File: src/rtl/opaddr_pkg.sv
package opaddr_pkg;

  typedef enum logic [2:0] {
    AM_IMM     = 3'd0,
    AM_DIR     = 3'd1,
    AM_IND     = 3'd2,
    AM_IDX     = 3'd3,
    AM_BASE    = 3'd4,
    AM_REL     = 3'd5,
    AM_IDX_IND = 3'd6,
    AM_IND_IDX = 3'd7
  } amode_e;

  typedef enum logic [2:0] {
    ST_IDLE     = 3'd0,
    ST_PTR_REQ  = 3'd1,
    ST_PTR_WAIT = 3'd2,
    ST_OP_REQ   = 3'd3,
    ST_OP_WAIT  = 3'd4
  } ast_e;

  // modes whose first read fetches a pointer word
  function automatic logic f_needs_ptr(amode_e m);
    return (m == AM_IND) || (m == AM_IDX_IND) || (m == AM_IND_IDX);
  endfunction

endpackage

File: src/rtl/opaddr_first.sv
// First-hop address: operand address for single-read modes,
// pointer address for the indirect modes.
module opaddr_first
  import opaddr_pkg::*;
#(
  parameter int AW = 8
) (
  input  amode_e          mode,
  input  logic [AW-1:0]   fld,
  input  logic [AW-1:0]   idx,
  input  logic [AW-1:0]   base,
  input  logic [AW-1:0]   pc,
  output logic [AW-1:0]   first_addr
);

  function automatic logic [AW-1:0] f_first(amode_e m, logic [AW-1:0] f,
                                            logic [AW-1:0] x, logic [AW-1:0] b,
                                            logic [AW-1:0] p);
    logic signed [AW-1:0] offs;
    offs = $signed(f);
    case (m)
      AM_IDX, AM_IDX_IND: return f + x;
      AM_BASE:            return f + b;
      AM_REL:             return p + $unsigned(offs);
      default:            return f;
    endcase
  endfunction

  assign first_addr = f_first(mode, fld, idx, base, pc);

endmodule

File: src/rtl/opaddr_second.sv
// Second-hop address: formed from a fetched pointer word.
module opaddr_second
  import opaddr_pkg::*;
#(
  parameter int AW = 8,
  parameter int DW = 8
) (
  input  amode_e          mode,
  input  logic [DW-1:0]   ptr_word,
  input  logic [AW-1:0]   idx,
  output logic [AW-1:0]   second_addr
);

  function automatic logic [AW-1:0] f_second(amode_e m, logic [AW-1:0] p,
                                             logic [AW-1:0] x);
    return (m == AM_IND_IDX) ? p + x : p;
  endfunction

  assign second_addr = f_second(mode, ptr_word[AW-1:0], idx);

endmodule

File: src/rtl/opaddr_seq.sv
// Sequencer: zero, one or two single-cycle reads per request.
module opaddr_seq
  import opaddr_pkg::*;
(
  input  logic   clk,
  input  logic   rst_n,
  input  logic   start,
  input  amode_e mode,
  output ast_e   state,
  output logic   evt_accept,
  output logic   evt_imm,
  output logic   evt_ptr_ready,
  output logic   evt_op_ready,
  output logic   rd_req
);

  ast_e state_q, state_d;

  assign evt_accept    = start && (state_q == ST_IDLE);
  assign evt_imm       = evt_accept && (mode == AM_IMM);
  assign evt_ptr_ready = (state_q == ST_PTR_WAIT);
  assign evt_op_ready  = (state_q == ST_OP_WAIT);
  assign rd_req        = (state_q == ST_PTR_REQ) || (state_q == ST_OP_REQ);
  assign state         = state_q;

  always_comb begin
    state_d = state_q;
    case (state_q)
      ST_IDLE: begin
        if (evt_accept && !evt_imm)
          state_d = f_needs_ptr(mode) ? ST_PTR_REQ : ST_OP_REQ;
      end
      ST_PTR_REQ:  state_d = ST_PTR_WAIT;
      ST_PTR_WAIT: state_d = ST_OP_REQ;
      ST_OP_REQ:   state_d = ST_OP_WAIT;
      ST_OP_WAIT:  state_d = ST_IDLE;
      default:     state_d = ST_IDLE;
    endcase
  end

  always_ff @(posedge clk or negedge rst_n) begin
    if (!rst_n) state_q <= ST_IDLE;
    else        state_q <= state_d;
  end

endmodule

File: src/rtl/opaddr_unit.sv
module opaddr_unit
  import opaddr_pkg::*;
#(
  parameter int AW = 8,
  parameter int DW = 8
) (
  input  logic          clk,
  input  logic          rst_n,
  input  logic          start,
  input  logic [2:0]    mode,
  input  logic [AW-1:0] addr_fld,
  input  logic [AW-1:0] idx_reg,
  input  logic [AW-1:0] base_reg,
  input  logic [AW-1:0] pc,
  output logic          mem_rd_en,
  output logic [AW-1:0] mem_rd_addr,
  input  logic [DW-1:0] mem_rd_data,
  output logic          done,
  output logic [DW-1:0] operand,
  output logic          busy
);

  amode_e        mode_in;
  amode_e        mode_q;
  logic [AW-1:0] idx_q;
  logic [AW-1:0] addr_q;
  logic [AW-1:0] first_addr;
  logic [AW-1:0] second_addr;
  logic          done_q;
  logic [DW-1:0] operand_q;
  ast_e          state;

  // named events for the checker
  logic evt_accept, evt_imm, evt_ptr_ready, evt_op_ready, rd_req;

  assign mode_in = amode_e'(mode);

  opaddr_seq seq_i (
    .clk(clk), .rst_n(rst_n), .start(start), .mode(mode_in),
    .state(state), .evt_accept(evt_accept), .evt_imm(evt_imm),
    .evt_ptr_ready(evt_ptr_ready), .evt_op_ready(evt_op_ready),
    .rd_req(rd_req)
  );

  opaddr_first #(.AW(AW)) first_i (
    .mode(mode_in), .fld(addr_fld), .idx(idx_reg), .base(base_reg),
    .pc(pc), .first_addr(first_addr)
  );

  opaddr_second #(.AW(AW), .DW(DW)) second_i (
    .mode(mode_q), .ptr_word(mem_rd_data), .idx(idx_q),
    .second_addr(second_addr)
  );

  always_ff @(posedge clk or negedge rst_n) begin
    if (!rst_n) begin
      mode_q <= AM_IMM;
      idx_q  <= '0;
      addr_q <= '0;
    end else if (evt_accept) begin
      mode_q <= mode_in;
      idx_q  <= idx_reg;
      addr_q <= first_addr;
    end else if (evt_ptr_ready) begin
      addr_q <= second_addr;
    end
  end

  always_ff @(posedge clk or negedge rst_n) begin
    if (!rst_n) begin
      done_q    <= 1'b0;
      operand_q <= '0;
    end else begin
      done_q <= evt_imm || evt_op_ready;
      if (evt_imm)           operand_q <= DW'(addr_fld);
      else if (evt_op_ready) operand_q <= mem_rd_data;
    end
  end

  assign mem_rd_en   = rd_req;
  assign mem_rd_addr = addr_q;
  assign done        = done_q;
  assign operand     = operand_q;
  assign busy        = (state != ST_IDLE);

endmodule

File: config.mk
export PLATFORM = sky130hd
export DESIGN_NAME = opaddr_unit
export DESIGN_NICKNAME = d
export VERILOG_FILES = /design/src/rtl/opaddr_pkg.sv /design/src/rtl/opaddr_first.sv /design/src/rtl/opaddr_second.sv /design/src/rtl/opaddr_seq.sv /design/src/rtl/opaddr_unit.sv
export SDC_FILE = /design/constraint.sdc
export NUM_CORES = 1
export LEC_CHECK = 0
export BUFFER_PORTS_ARGS = -buffer_cell sky130_fd_sc_hd__buf_2
export CORE_ASPECT_RATIO = 0.5
export CORE_MARGIN = 2
export CORE_UTILIZATION = 49
export CTS_BUF_LIST = sky130_fd_sc_hd__clkbuf_4
export CTS_CLUSTER_DIAMETER = 40
export CTS_CLUSTER_SIZE = 30
export DETAILED_ROUTE_END_ITERATION = 6
export PLACE_DENSITY = 0.85
export SLEW_MARGIN = 10
export SYNTH_ARGS = -nofsm -noshare
export SYNTH_HDL_FRONTEND = slang
export SYNTH_HIERARCHICAL = 1
export SYNTH_SLANG_ARGS = --single-unit
export TNS_END_PERCENT = 20
File: constraint.sdc
create_clock -name clk -period 2 [get_ports clk]
set_input_delay 0 -clock clk [delete_from_list [all_inputs] [get_ports clk]]
set_output_delay 0 -clock clk [all_outputs]
set_load 0.03 [all_outputs]
==> results by group, run 1 <==
Critical path
  – Reg2reg start: idx_q[4]$_DFFE_PN0P_
  – Required @ worst endpoint: 2.22 ns
  – R2R setup slack: -0.14 ns
  – Most frequent CP cell: mux2i_1
  – Critical Path AT: 2.37 ns
  – Critical path capture point type: flip-flop
  – Reg2Reg Depth: 8
  – Startpoint Class: flip-flop
  – Crit-path cells: ha_4 > a21oi_1 > o21bai_2 > nor3_1 > mux2i_1 > a32o_1 > mux2i_1 > o21ai_1
  – Kind of critical path: flip-flop to flip-flop
  – CP delay by family, top: compound AO/OA/AOI/OAI gates
  – Max FO, Critical Path: 6
  – WP depth: 8
  – Worst reg2reg path endpoint: mem_rd_addr[7]$_DFFE_PN0P_
  – Max incr delay on CP: between 0.4 and 0.5 ns
  – Crit path buf inv count: 0
  – Crit-path slowest cell: dfrtp_1

Run status
  – Outcome: finished with violations
  – Violated checks: setup timing

Logic synthesis
  – Post-synthesis net count: ~310
  – Mapped Cells: about 250
  – Number of distinct library cells after synthesis: between 40 and 50
  – Post-synthesis register bit count: 31
  – Number of synthesized flops with an enable pin: 0
  – Ys Warns: 6
  – Primary FF master, synth: dfrtp_1
  – Mapped Area: between 0.002 and 0.0025 sq mm
  – Syn_area_per_cell: between 9 and 10 sq um
  – Seq/Total Area, Yosys: approximately a third
  – Synth async-reset ratio: 100%

Hold path
  – Hold Crit Start: addr_fld[1]
  – Class of the worst hold path: primary input to flip-flop
  – Hold Path Cell Cnt: 3
  – Hold path endpoint: operand[1]$_DFFE_PN0P_

Timing
  – Fin crit period: approximately 2.1 ns
  – F_max: about 470 MHz
  – Final setup margin: -0.144 ns
  – Worst relative slew slack: between 50 and 60%
  – Final setup fails: 2
  – Pins over their slew limit: 0
  – Worst-margin pin slew: between 0.7 and 0.8 ns
  – Worst Skew: 0.0290 ns
  – Period utilisation layout: 107%
  – Unrepaired setup endpoints after global routing: yes
  – Final hold vios: 0

Global route
  – Vias in the first global route: roughly 2300
  – Global Route Usage Sum: between 20 and 30%
  – Largest net degree at the start of global routing: 32
  – Final global-route overflow total: 0
  – Initial antenna violation count: 0
  – First-pass GRT wire length: between 10 and 15 mm

Power and ir drop
  – Pwr/cell area: between 1000 and 1500 mW/mm^2
  – LEAKAGE: approximately 1.5 nW
  – Tot Pwr: around 4.2 mW
  – VDD IR-drop max: around 530 uV

Floorplanning
  – Chip width: slightly above 100 microns
  – Initial core utilization: 52.7%
  – Die area: around 0.0055 sq mm
  – FP Rows: 17
  – Die Ht: roughly 54 microns
  – IO Count: 65
  – Core Footprint: ~0.0046 sq mm

Cells and area
  – Share of layout cells above drive strength 1: between 30 and 40%
  – Fill cells: 310
  – Most common cell after layout, fill and taps aside: buf_2
  – Commonest cells after routing, fill and taps aside: 64 x buf_2, 36 x nand2_1, 31 x dfrtp_1
  – Layout Nets: a little over 400
  – ANT cells: 0
  – Area grow syn2layout: 33.9%
  – Post-Layout Inst Area: about 0.0032 sq mm

Routing
  – Vias/cell: about 5.9
  – Iteration-0 DRC count of the detailed router: 175
  – DRC Markers: 0
  – Final ANT Viol Nets: 0
  – TritonRoute pass-1 iters: 6
  – Routed WL: 7.63 mm
  – Total number of vias: 2438
  – Routed WL per cell: 18.3 microns

Clock tree
  – CTS Sinks: 31
  – H-tree levels: 2
  – Clock buffer depth: 2
  – Worst-Skew Late Latency: between 0.3 and 0.4 ns
  – Clock Tree Root: clkbuf_4
  – CTS buffer count: 5
  – CTS tree: done
  – Reg clk slew, reported paths: 0.13 ns

Flow run
  – Max-cap violations: 0

Placed design
  – Post-DP HPWL: between 4 and 5 mm
  – Placed cell area: around 0.0029 sq mm
  – Port Buffer Count: 64
  – Gpl congestion: ~0.86
layout make-up:
type / instances / area, sq um / area share, %
Inverter: 4 / 15.0 / 0.467
Clock buffer: 6 / 45.0 / 1.40
Clock inverter: 2 / 12.5 / 0.389
Sequential cell: 31 / 776 / 24.1
Tap cell: 66 / 82.6 / 2.57
Timing Repair Buffer: 104 / 668 / 20.8
Multi-Input combinational cell: 203 / 1620 / 50.3
state kept, by name, summed over array words and instances (netlist names):
register	count
done	1
mode_q	3
seq_i/state	3
idx_q	8
mem_rd_addr	8
operand	8
metrics by stage:
step / instances / setup WS (ns) / hold slack (ns) / util [%] / TNS, ns
2_1_floorplan: 248 / -0.00796 / -0.296 / - / -0.00796
3_3_place_gp: 388 / -0.141 / 0.0628 / 63.6 / -0.254
3_5_place_dp: 388 / -0.255 / 0.0821 / 63.6 / -0.606
4_1_cts: 416 / -0.0446 / 0.00144 / 69.8 / -0.0869
5_1_grt: 416 / -0.173 / 0.0186 / 70.6 / -0.448
6_report: 416 / -0.144 / 0.00326 / 70.6 / -0.219
worst max-delay path by stage:
stage / from / to / slack [ns]
after floorplan: idx_q[0]$_DFFE_PN0P_ / mem_rd_addr[6]$_DFFE_PN0P_ / -0.008
after global placement: mode[0] / mem_rd_addr[6]$_DFFE_PN0P_ / -0.14
after detailed placement: mode[0] / mem_rd_addr[6]$_DFFE_PN0P_ / -0.25
after CTS: idx_q[0]$_DFFE_PN0P_ / mem_rd_addr[7]$_DFFE_PN0P_ / -0.04
after global routing: idx_q[0]$_DFFE_PN0P_ / mem_rd_addr[6]$_DFFE_PN0P_ / -0.17
final: idx_q[4]$_DFFE_PN0P_ / mem_rd_addr[7]$_DFFE_PN0P_ / -0.14
cells by family after synthesis:
| family | Yosys count | synth area share, % |
|---|---|---|
| simple gates | 70 | 15.3 |
| compound gates | 66 | 17.1 |
| mux | 40 | 18.3 |
| flops | 31 | 32.3 |
| fa+ha+maj | 18 | 10.0 |
| buf+inv | 14 | 3.70 |
| xor+xnor | 9 | 3.28 |
repair_timing:
action | in CTS | in global routing
hold buffers | 19 | 0
resized for setup | 10 | 6
buffers inserted | 1 | 0
endpoints found under the setup margin | 2 | 5
endpoints found under the hold margin | 47 | 0
pin swaps | 7 | 7
per-layer routing:
layer  track usage, %  vias to the layer above  routed length [microns]
li1                 -                     1107                        -
met1             32.8                     1134                     2960
met2             49.0                      153                     3650
met3             6.61                       44                      659
met4             10.5                        0                      363
met5                0                        -                        0
synthesized netlist by cell type, drive strengths merged, types with 4 or more instances:
cell	number	area share (%)
nand2	36	5.6
o21ai	33	6.9
dfrtp	31	32
mux2i	24	10
ha	16	8.3
mux2	16	8.3
a21o	7	2.2
a21oi	7	1.5
buf	7	2.6
xnor2	5	1.8
a211oi	4	1.5
inv	4	0.63
nor2	4	0.63
nor3	4	0.83
o21a	4	1.3
xor2	4	1.5
where the power goes:
group / switching [mW] / internal (mW)
Combinational: 1.47 / 1.10
Sequential: 0.272 / 0.942
Clock: 0.235 / 0.149
Total: 1.97 / 2.19
worst reg2reg max path: stages, from the launching register on:
cell,delay (ns)
dfrtp_1,0.47
ha_4,0.30
a21oi_1,0.26
o21bai_2,0.14
nor3_1,0.21
mux2i_1,0.12
a32o_1,0.26
mux2i_1,0.18
o21ai_1,0.08
Power figures use the tool's default switching activity.
==> run 2, diff against run 1 <==
--- a/config.mk
+++ b/config.mk
@@ -13,7 +13,7 @@
 export CTS_CLUSTER_DIAMETER = 40
 export CTS_CLUSTER_SIZE = 30
 export DETAILED_ROUTE_END_ITERATION = 6
-export PLACE_DENSITY = 0.85
+export PLACE_DENSITY = 0.78
 export SLEW_MARGIN = 10
 export SYNTH_ARGS = -nofsm -noshare
 export SYNTH_HDL_FRONTEND = slang
==> run 2 against run 1 <==
Compared with the run above:
- the flow still finishes with violations (setup timing)
- clock skew fell by 0.021 ns
- largest cell class unchanged
- first-iteration DRC count fell by 30%
- routed wire length fell by 9.0%
- register-to-register slack improved by 0.06 ns
- critical path depth rose by 2
- sequential power barely moved
- sequential share of layout area fell by 0.55 points
- largest power group unchanged
==> results by group, run 2 (synthesized netlist as in run 1, its figures left out) <==
Cells and area
  – Most common cell after layout, fill and taps aside: buf_2
  – Area grow syn2layout: 37.0%
  – ANT cells: 0
  – Layout Utilization: 72.3%
  – Share of layout cells above drive strength 1: about 38%
  – Commonest cells after routing, fill and taps aside: 64 x buf_2, 36 x nand2_1, 31 x dfrtp_1
  – Layout Nets: 420

Hold path
  – Class of the worst hold path: primary input to flip-flop
  – Hold Path Cell Cnt: 3
  – Hold Crit Start: mem_rd_data[5]
  – Hold path endpoint: operand[5]$_DFFE_PN0P_

Floorplanning
  – FP Rows: 17
  – Chip width: between 100 and 150 microns
  – IO Count: 65
  – Core Footprint: 0.00455 sq mm
  – Die Ht: 53.5 microns
  – Initial core utilization: between 50% and 60%
  – Die area: 0.00551 sq mm

Critical path
  – Critical path capture point type: flip-flop
  – Required @ worst endpoint: between 2 and 2.5 ns
  – Reg2reg start: idx_q[0]$_DFFE_PN0P_
  – CP delay by family, top: compound AO/OA/AOI/OAI gates
  – Kind of critical path: flip-flop to flip-flop
  – Max incr delay on CP: roughly 0.40 ns
  – Worst reg2reg path endpoint: mem_rd_addr[6]$_DFFE_PN0P_
  – Crit path buf inv count: 1
  – Crit-path cells: ha_2 > inv_2 > fa_2 > nor2b_4 > o31a_1 > o21a_1 > nor3_1 > o31ai_2 > mux2i_1 > o21ai_1
  – Crit-path slowest cell: dfrtp_1
  – Reg2Reg Depth: 10
  – Max FO, Critical Path: 2
  – R2R setup slack: -0.09 ns
  – Critical Path AT: 2.31 ns
  – Startpoint Class: flip-flop

Clock tree
  – Worst-Skew Late Latency: 0.34 ns
  – H-tree levels: 2
  – CTS buffer count: 5
  – Clock Tree Root: clkbuf_4
  – CTS Sinks: 31
  – CTS tree: done
  – Reg clk slew, reported paths: ~0.10 ns
  – Clock buffer depth: 2

Placed design
  – Port Buffer Count: 64
  – Gpl congestion: 0.852
  – Post-place setup slack: -0.236 ns
  – Post-DP HPWL: slightly below 5 mm

Global route
  – First-pass GRT wire length: around 11 mm
  – Vias in the first global route: 2289
  – Largest net degree at the start of global routing: 32
  – Global Route Usage Sum: roughly 27%
  – Initial antenna violation count: 0
  – Final global-route overflow total: 0

Routing
  – Post-Route M1 WL: 2.91 mm
  – Met3 Routed Length: between 500 and 600 microns
  – Final ANT Viol Nets: 0
  – Routed WL: 6.95 mm
  – TritonRoute pass-1 iters: 4
  – Highest routed layer: met4
  – Vias/cell: approximately 5.6
  – DR WL met2: about 3.3 mm
  – Iteration-0 DRC count of the detailed router: around 120
  – Routed WL per cell: roughly 16 microns
  – DRC Markers: 0
  – Total number of vias: 2376

Flow run
  – Max-cap violations: 0

Timing
  – Worst Skew: between 0.008 and 0.009 ns
  – Final setup fails: 2
  – Final setup margin: -0.0883 ns
  – Unrepaired setup endpoints after global routing: yes
  – Final hold vios: 0
  – F_max: between 400 and 500 MHz
  – Worst relative slew slack: about 54%
  – Worst-margin pin slew: 0.689 ns
  – Pins over their slew limit: 0
  – Fin crit period: ~2.1 ns
  – Period utilisation layout: 104%

Run status
  – Violated checks: setup timing
  – Outcome: finished with violations

Power and ir drop
  – Pwr/cell area: roughly 1300 mW/mm^2
  – LEAKAGE: about 1.6 nW
  – VDD IR-drop max: about 560 uV
-- run 2: changes by cell type in the layout (fill, tap and decap cells not counted), sizes merged --
cell,previous run,this run
clkbuf,6,5
clkinvlp,1,0
bufinv,0,1
clkinv,1,2
buf,85,92
-- run 2: per-layer routing --
| metal | up-vias | GRT usage, % |
|---|---|---|
| met3 | 28 | 5.15 |
| met2 | 122 | 46.4 |
| met1 | 1108 | 33.6 |
| met5 | - | 0 |
| met4 | 0 | 11.6 |
| li1 | 1118 | - |
-- run 2: where the power goes --
part           internal (mW)  switching [mW]
Clock                  0.257           0.217
Combinational           1.16            1.39
Sequential             0.942           0.256
-- run 2: area by class of cell --
type / count / area, sq um
multi-input cells: 203 / 1620
fillers: 333 / 1260
flip-flops and latches: 31 / 776
repair buffers: 111 / 724
well taps: 66 / 82.6
clock inverters: 3 / 38.8
clock buffers: 5 / 37.5
inverters: 4 / 15.0
-- run 2: worst reg2reg max path: cells and delay by family (launching register included) --
family / cells / cell delay (ns)
mux: 1 / 0.17
simple gates: 2 / 0.27
buf+inv: 1 / 0.06
fa+ha+maj: 2 / 0.42
compound gates: 4 / 0.66
flops: 1 / 0.40
-- run 2: metrics by stage --
stage	instances	hold WS (ns)	setup TNS (ns)	area, sq um	total power, mW
global placement	393	0.0668	-0.377	2930	3.39
global route	423	0.0284	-0.461	3290	4.47
detailed placement	393	0.0749	-0.628	2930	3.48
floorplan	248	-0.296	-0.00796	2420	2.82
CTS	422	0.000808	-0.0443	3280	4.14
finish	423	0.00896	-0.132	3290	4.22
-- run 2: worst max path at each step --
| stage | start | end | slack (ns) | cells after the start |
|---|---|---|---|---|
| final | idx_q[0]$_DFFE_PN0P_ | mem_rd_addr[6]$_DFFE_PN0P_ | -0.09 | 10 |
| after global placement | mode[0] | mem_rd_addr[6]$_DFFE_PN0P_ | -0.18 | 12 |
| after CTS | idx_q[0]$_DFFE_PN0P_ | mem_rd_addr[7]$_DFFE_PN0P_ | -0.02 | 9 |
| after detailed placement | mode[0] | mem_rd_addr[6]$_DFFE_PN0P_ | -0.24 | 12 |
| after floorplan | idx_q[0]$_DFFE_PN0P_ | mem_rd_addr[6]$_DFFE_PN0P_ | -0.008 | 10 |
| after global routing | idx_q[0]$_DFFE_PN0P_ | mem_rd_addr[6]$_DFFE_PN0P_ | -0.15 | 10 |
-- run 2: what timing repair did --
item / 4_1_cts / 5_1_grt
hold endpoints to repair: 50 / 0
pin swaps: 11 / 3
setup buffers: 2 / 1
gates resized for setup: 14 / 1
setup endpoints to repair: 2 / 5
hold buffers: 19 / 0
